File: config.mk
export PLATFORM = sky130hd
export DESIGN_NAME = timing_trigger_fanout
export DESIGN_NICKNAME = d
export VERILOG_FILES = /design/src/rtl/trig_pkg.sv /design/src/rtl/timing_word_decoder.sv /design/src/rtl/trig_channel.sv /design/src/rtl/timing_trigger_fanout.sv
export SDC_FILE = /design/constraint.sdc
export NUM_CORES = 1
export LEC_CHECK = 0
export BUFFER_PORTS_ARGS = -buffer_cell sky130_fd_sc_hd__buf_2
export CORE_ASPECT_RATIO = 0.75
export CORE_MARGIN = 3
export CORE_UTILIZATION = 55
export CTS_CLUSTER_DIAMETER = 80
export DETAILED_ROUTE_END_ITERATION = 8
export GPL_TIMING_DRIVEN = 0
export PLACE_DENSITY = 0.77
export SYNTH_ARGS = -nofsm -noshare
export SYNTH_HDL_FRONTEND = slang
export SYNTH_SLANG_ARGS = --single-unit
File: constraint.sdc
create_clock -name clk -period 7.55 [get_ports clk]
set_input_delay 2.265 -clock clk [delete_from_list [all_inputs] [get_ports clk]]
set_output_delay 2.265 -clock clk [all_outputs]
set_load 0.005 [all_outputs]
File: src/rtl/trig_pkg.sv
// Shared definitions for the timing trigger fan-out.
// Assumes an 8-bit event code sits in the low half of each timing word.
package trig_pkg;
    localparam int EV_CODE_W = 8;

    typedef enum logic [1:0] {
        CH_IDLE = 2'd0,
        CH_WAIT = 2'd1,
        CH_FIRE = 2'd2
    } ch_state_t;
endpackage

File: src/rtl/timing_word_decoder.sv
// Registers one timing word per cycle into an event strobe, an event code
// and a held copy of the data byte.
// Assumes: word_data is valid only when word_valid is high; code 0 = no event.
module timing_word_decoder #(
    parameter int CODE_W = trig_pkg::EV_CODE_W
) (
    input  logic                clk,
    input  logic                rst_n,
    input  logic                word_valid,
    input  logic [2*CODE_W-1:0] word_data,
    output logic                ev_hit,
    output logic [CODE_W-1:0]   ev_code,
    output logic [CODE_W-1:0]   data_bits
);
    logic [CODE_W-1:0] in_code;
    logic [CODE_W-1:0] in_data;

    // Split the word into its code and data halves.
    always_comb begin
        in_code = word_data[CODE_W-1:0];
        in_data = word_data[2*CODE_W-1:CODE_W];
    end

    // Qualify the event and keep the data byte from the last valid word.
    always_ff @(posedge clk) begin
        if (!rst_n) begin
            ev_hit    <= 1'b0;
            ev_code   <= '0;
            data_bits <= '0;
        end else begin
            ev_hit  <= word_valid && (in_code != '0);
            ev_code <= in_code;
            if (word_valid) begin
                data_bits <= in_data;
            end
        end
    end

    assert_invalid_no_hit_R2: assert property (@(posedge clk) disable iff (!rst_n)
        !word_valid |=> !ev_hit);

    assert_zero_code_no_hit_R2: assert property (@(posedge clk) disable iff (!rst_n)
        (word_valid && word_data[CODE_W-1:0] == '0) |=> !ev_hit);

    assert_data_hold_R3: assert property (@(posedge clk) disable iff (!rst_n)
        !word_valid |=> $stable(data_bits));
endmodule

File: src/rtl/trig_channel.sv
// One delayed-trigger channel. Arms on a matching event, counts the captured
// delay in clock periods, then drives a pulse of the captured width.
// Assumes: ev_hit is already qualified (nonzero code, valid word).
// An event during the delay restarts it, an event during the pulse is ignored,
// and a cleared enable cancels everything.
module trig_channel
    import trig_pkg::*;
#(
    parameter int CODE_W = trig_pkg::EV_CODE_W,
    parameter int DLY_W  = 20,
    parameter int WID_W  = 16
) (
    input  logic              clk,
    input  logic              rst_n,
    input  logic              ev_hit,
    input  logic [CODE_W-1:0] ev_code,
    input  logic              cfg_en,
    input  logic [CODE_W-1:0] cfg_code,
    input  logic [DLY_W-1:0]  cfg_delay,
    input  logic [WID_W-1:0]  cfg_width,
    output logic              trig
);
    localparam logic [DLY_W-1:0] DLY_ONE = {{(DLY_W-1){1'b0}}, 1'b1};
    localparam logic [WID_W-1:0] WID_ONE = {{(WID_W-1){1'b0}}, 1'b1};

    ch_state_t        state;
    logic [DLY_W-1:0] dly_cnt;
    logic [WID_W-1:0] wid_q;
    logic [WID_W-1:0] wid_cnt;
    logic             match;

    // An accepted event for this channel.
    always_comb match = ev_hit && (ev_code == cfg_code);

    // Channel sequencer: arm, count the delay, fire the pulse.
    always_ff @(posedge clk) begin
        if (!rst_n) begin
            state   <= CH_IDLE;
            dly_cnt <= '0;
            wid_q   <= '0;
            wid_cnt <= '0;
            trig    <= 1'b0;
        end else if (!cfg_en) begin
            state <= CH_IDLE;
            trig  <= 1'b0;
        end else begin
            case (state)
                CH_IDLE, CH_WAIT: begin
                    if (match) begin
                        state   <= CH_WAIT;
                        dly_cnt <= cfg_delay;
                        wid_q   <= cfg_width;
                    end else if (state == CH_WAIT) begin
                        if (dly_cnt == '0) begin
                            if (wid_q != '0) begin
                                trig    <= 1'b1;
                                wid_cnt <= wid_q - WID_ONE;
                                state   <= CH_FIRE;
                            end else begin
                                state <= CH_IDLE;
                            end
                        end else begin
                            dly_cnt <= dly_cnt - DLY_ONE;
                        end
                    end
                end
                CH_FIRE: begin
                    if (wid_cnt == '0) begin
                        trig  <= 1'b0;
                        state <= CH_IDLE;
                    end else begin
                        wid_cnt <= wid_cnt - WID_ONE;
                    end
                end
                default: begin
                    state <= CH_IDLE;
                    trig  <= 1'b0;
                end
            endcase
        end
    end

    assert_off_quiet_R8: assert property (@(posedge clk) disable iff (!rst_n)
        !cfg_en |=> !trig);

    assert_rise_after_wait_R4: assert property (@(posedge clk) disable iff (!rst_n)
        $rose(trig) |-> $past(state) == CH_WAIT);

    assert_pulse_holds_R5: assert property (@(posedge clk) disable iff (!rst_n)
        (state == CH_FIRE && wid_cnt != '0 && cfg_en) |=> trig);

    assert_fire_ignores_event_R7: assert property (@(posedge clk) disable iff (!rst_n)
        (state == CH_FIRE && match && wid_cnt != '0 && cfg_en)
        |=> (state == CH_FIRE && wid_cnt == $past(wid_cnt) - WID_ONE));
endmodule

File: src/rtl/timing_trigger_fanout.sv
// Timing event receiver back end: one word decoder feeding NUM_CH
// independent delayed-trigger channels.
// Assumes: one word per timing clock; configuration buses are packed with
// channel c in slice c of each field width.
module timing_trigger_fanout #(
    parameter int NUM_CH = 8,
    parameter int CODE_W = trig_pkg::EV_CODE_W,
    parameter int DLY_W  = 20,
    parameter int WID_W  = 16
) (
    input  logic                     clk,
    input  logic                     rst_n,
    input  logic                     word_valid,
    input  logic [2*CODE_W-1:0]      word_data,
    input  logic [NUM_CH-1:0]        ch_enable,
    input  logic [NUM_CH*CODE_W-1:0] ch_code,
    input  logic [NUM_CH*DLY_W-1:0]  ch_delay,
    input  logic [NUM_CH*WID_W-1:0]  ch_width,
    output logic [NUM_CH-1:0]        trig_out,
    output logic [CODE_W-1:0]        data_bits
);
    logic              ev_hit;
    logic [CODE_W-1:0] ev_code;

    timing_word_decoder #(.CODE_W(CODE_W)) u_dec (
        .clk        (clk),
        .rst_n      (rst_n),
        .word_valid (word_valid),
        .word_data  (word_data),
        .ev_hit     (ev_hit),
        .ev_code    (ev_code),
        .data_bits  (data_bits)
    );

    for (genvar c = 0; c < NUM_CH; c++) begin : g_ch
        trig_channel #(
            .CODE_W (CODE_W),
            .DLY_W  (DLY_W),
            .WID_W  (WID_W)
        ) u_ch (
            .clk       (clk),
            .rst_n     (rst_n),
            .ev_hit    (ev_hit),
            .ev_code   (ev_code),
            .cfg_en    (ch_enable[c]),
            .cfg_code  (ch_code[c*CODE_W +: CODE_W]),
            .cfg_delay (ch_delay[c*DLY_W +: DLY_W]),
            .cfg_width (ch_width[c*WID_W +: WID_W]),
            .trig      (trig_out[c])
        );
    end
endmodule

==> impl_results.md <==
- Area after DPL: approximately 0.031 sq mm
- Post-synthesis net count: between 4000 and 5000
- Most common cell in the netlist: nand2_1
- Overall die area: between 0.05 and 0.06 sq mm
- Count of cell types in the netlist: 86
- LEAKAGE: 0.0124 uW
- Area growth, synth to finish: 15.9%
- Final hold violations: 0
- Area contributors post-synth: dfxtp_1 (32%), a21oi_1 (7.2%), nand2_1 (7.0%)
- Min Tclk post-route: roughly 5 ns
- Pins over their slew limit: 0
- Post-synthesis simple-gate area fraction: just under 30%
- Headroom to the max-slew limit: between 2 and 2.5%
- Maximum clock rate: approximately 200 MHz
- Post-Syn Instances: between 3000 and 4000
- Max VDD drop: ~200 uV
- Dpl cells: around 5000
- Status: completed
- Number of port buffers: roughly 400
- Slew of the pin with the lowest slew margin: ~1.5 ns
- Final WL: 109000 um
- # nets final: roughly 4800
- Final setup fails: 0
- Crit path capture type: flip-flop
- Post-synth EDFFs: 0
- Residual DRC: 0
- Inserted Clock Buffers: 48
- Crit Path Max Fanout: 10
- Skew-Pair Late Insertion Delay: around 0.59 ns
- Largest family of logic cells by synthesized area: simple AND/OR/NAND/NOR gates
- Layout cell share with drive strength beyond 1: 13.0%
- Crit path kind: in -> reg
- Post-CTS Hold Fix Bufs: 0
- DRT Pass-1 Iters: 6
- R2R Setup Slk: slightly above 3 ns
- Post-synthesis sequential area ratio: roughly 32%
- Total core area: just over 0.05 sq mm
- Setup_tns: 0 ns
- Synth Cell Area: 0.0283 sq mm
- Row Count: slightly above 70
- Cell taking the most area after synthesis: dfxtp_1
- Power per cell area: around 170 mW/mm^2
- Post-Layout Cell Count: between 5000 and 6000
- Number of gates resized after cts: 0
- Required time worst endpoint: about 8 ns
- Initial Utilization: between 50 and 60%
- Post-Synthesis Mean Instance Area: 7.18 sq um
- Placer congestion estimate: 0.999
- Synth Flop Type: dfxtp_1
- Vias: 32800
- Post-synth top cells: nand2_1 (527), dfxtp_1 (457), nor2_1 (436)
- Xor/xnor share of the synthesized area: ~2.6%
- DR vias/cell: about 6.5
- CP startpoint kind: input pin
- Initial antenna violation count: 6
- First-pass GRT wire length: about 170000 um
- Seq cells post-synth: between 400 and 500
- Number of H-tree levels: 2
- RSZ-0062 raised after global routing: false
- Hold WC Path Type: reg -> reg
- Routed Antenna Nets: 0
- Final core utilization: 64.9%
- Boundary pin count: just under 400
- Root Buffer: clkbuf_16
- Post-CTS Setup Bufs: 0
- Vias in the first global route: between 20000 and 30000
- Final period utilization: about 66%
- Mux cell area share after synthesis: between 3 and 4%
- Synth Area in Compound Gates: 26.6%
- Die H: 202 um
- Drt first-iter violations: between 4000 and 5000
- Clk sinks: around 460
- Total GRT Usage: 38.4%
- Clock buffer depth: 3
- CTS clock-pin slew for the worst setup and hold paths: approximately 0.06 ns
- DPL Wire Length: approximately 80000 um
- Top-area cell type share of the netlist area: roughly 32%
- Largest net degree at the start of global routing: 15
- TritonCTS clock tree: yes
- Arrival @ worst endpoint: ~5.4 ns
- Global route total overflow: 0
- DIE WIDTH: ~270 um
- Asr flop ratio synth: 0%
- Setup Skew: 0.0227 ns
- Adder-cell area share of the yosys netlist: about 1.1%
- Final instance area: about 0.033 sq mm
- Wire length per cell: between 20 and 25 um
- Synth Warn #: 0
- Max Cap Viol: 0
- Total Power: between 5000 and 6000 uW
==> critical path: stages <==
cell and delay [ns]:
buf_2 0.10, xnor2_1 0.46, nand4_1 0.57, nor4_1 0.92, o21a_1 0.32, clkbuf_1 0.42, o21ai_0 0.17, nand3_1 0.11
o31ai_1 0.09
==> power breakdown <==
group / internal [uW] / total (uW) / leakage [uW] / switching, uW
Sequential: 2430 / 2450 / 0.00369 / 19.2
Combinational: 161 / 437 / 0.00788 / 276
Clock: 1550 / 2620 / 0.000817 / 1060
Total: 4150 / 5500 / 0.0124 / 1360
==> placed cells by master, fill, tap and decap left out, types with 31 or more instances in the layout <==
cell       count
o21a_1        36
clkbuf_16     49
or3_1         59
a31oi_1       85
clkbuf_1     215
nand3_1      139
o22ai_1       31
xnor2_1       71
mux2i_1       83
o211ai_1      32
and2_1        51
nor4_1        76
nand3b_1      33
buf_2        417
dfxtp_1      457
a21oi_1      404
nand4_1       61
inv_1         75
nor3_1       164
nor2_1       436
o21ai_0      329
a211oi_1      45
nand2_1      527
==> sequential cells by signal (all words and copies together) (netlist names) <==
signal and count:
g_ch.u_ch.wid_cnt 128, u_dec.ev_code 8, g_ch.u_ch.state 16, u_dec.ev_hit 1, u_dec.data_bits 8, g_ch.u_ch.trig 8, g_ch.u_ch.dly_cnt 160, g_ch.u_ch.wid_q 128
==> path summary, 6_finish.rpt <==
| kind | from | to | depth (start not counted) |
|---|---|---|---|
| worst max-delay path | ch_code[58] | g_ch[7].u_ch.dly_cnt[18] | 9 |
| worst min-delay path | g_ch[3].u_ch.wid_cnt[10] | g_ch[3].u_ch.wid_cnt[10] | 2 |
| worst max register to register | g_ch[0].u_ch.state[0] | g_ch[0].u_ch.wid_cnt[14] | 14 |
| worst min register to register | g_ch[3].u_ch.wid_cnt[10] | g_ch[3].u_ch.wid_cnt[10] | 2 |
==> routing by layer <==
layer	wire, um	global-route usage [%]
met2	44000	53.7
met5	13	0
met3	13900	11.2
met4	5070	17.0
met1	46100	54.5
==> cell families (layout without fill, tap and decap cells) <==
family / Yosys count / count (layout)
and+or+nand+nor: 1720 / 1720
buffers and inverters: 334 / 811
adders and majority gates: 24 / 24
xor gates and xnor gates: 83 / 83
DFF: 457 / 457
other: 0 / 6
muxes: 91 / 91
AOI/OAI and AO/OA: 1228 / 1228
==> final cells by class <==
type | count | area [sq um]
multi-input cells | 3146 | 17800
fillers | 4599 | 17700
flip-flops and latches | 457 | 9150
repair buffers | 391 | 1960
clock buffers | 60 | 1330
plain buffers | 258 | 1040
well taps | 657 | 822
clock inverters | 26 | 379
inverters | 76 | 285
diodes | 6 | 15.0
==> metrics by stage <==
stage	setup slack, ns	hold slack [ns]
2_1_floorplan	3.47	0.429
3_3_place_gp	2.09	0.450
3_5_place_dp	2.11	0.455
4_1_cts	2.73	0.464
5_1_grt	2.27	0.479
6_report	2.56	0.470
Power figures use the tool's default switching activity.
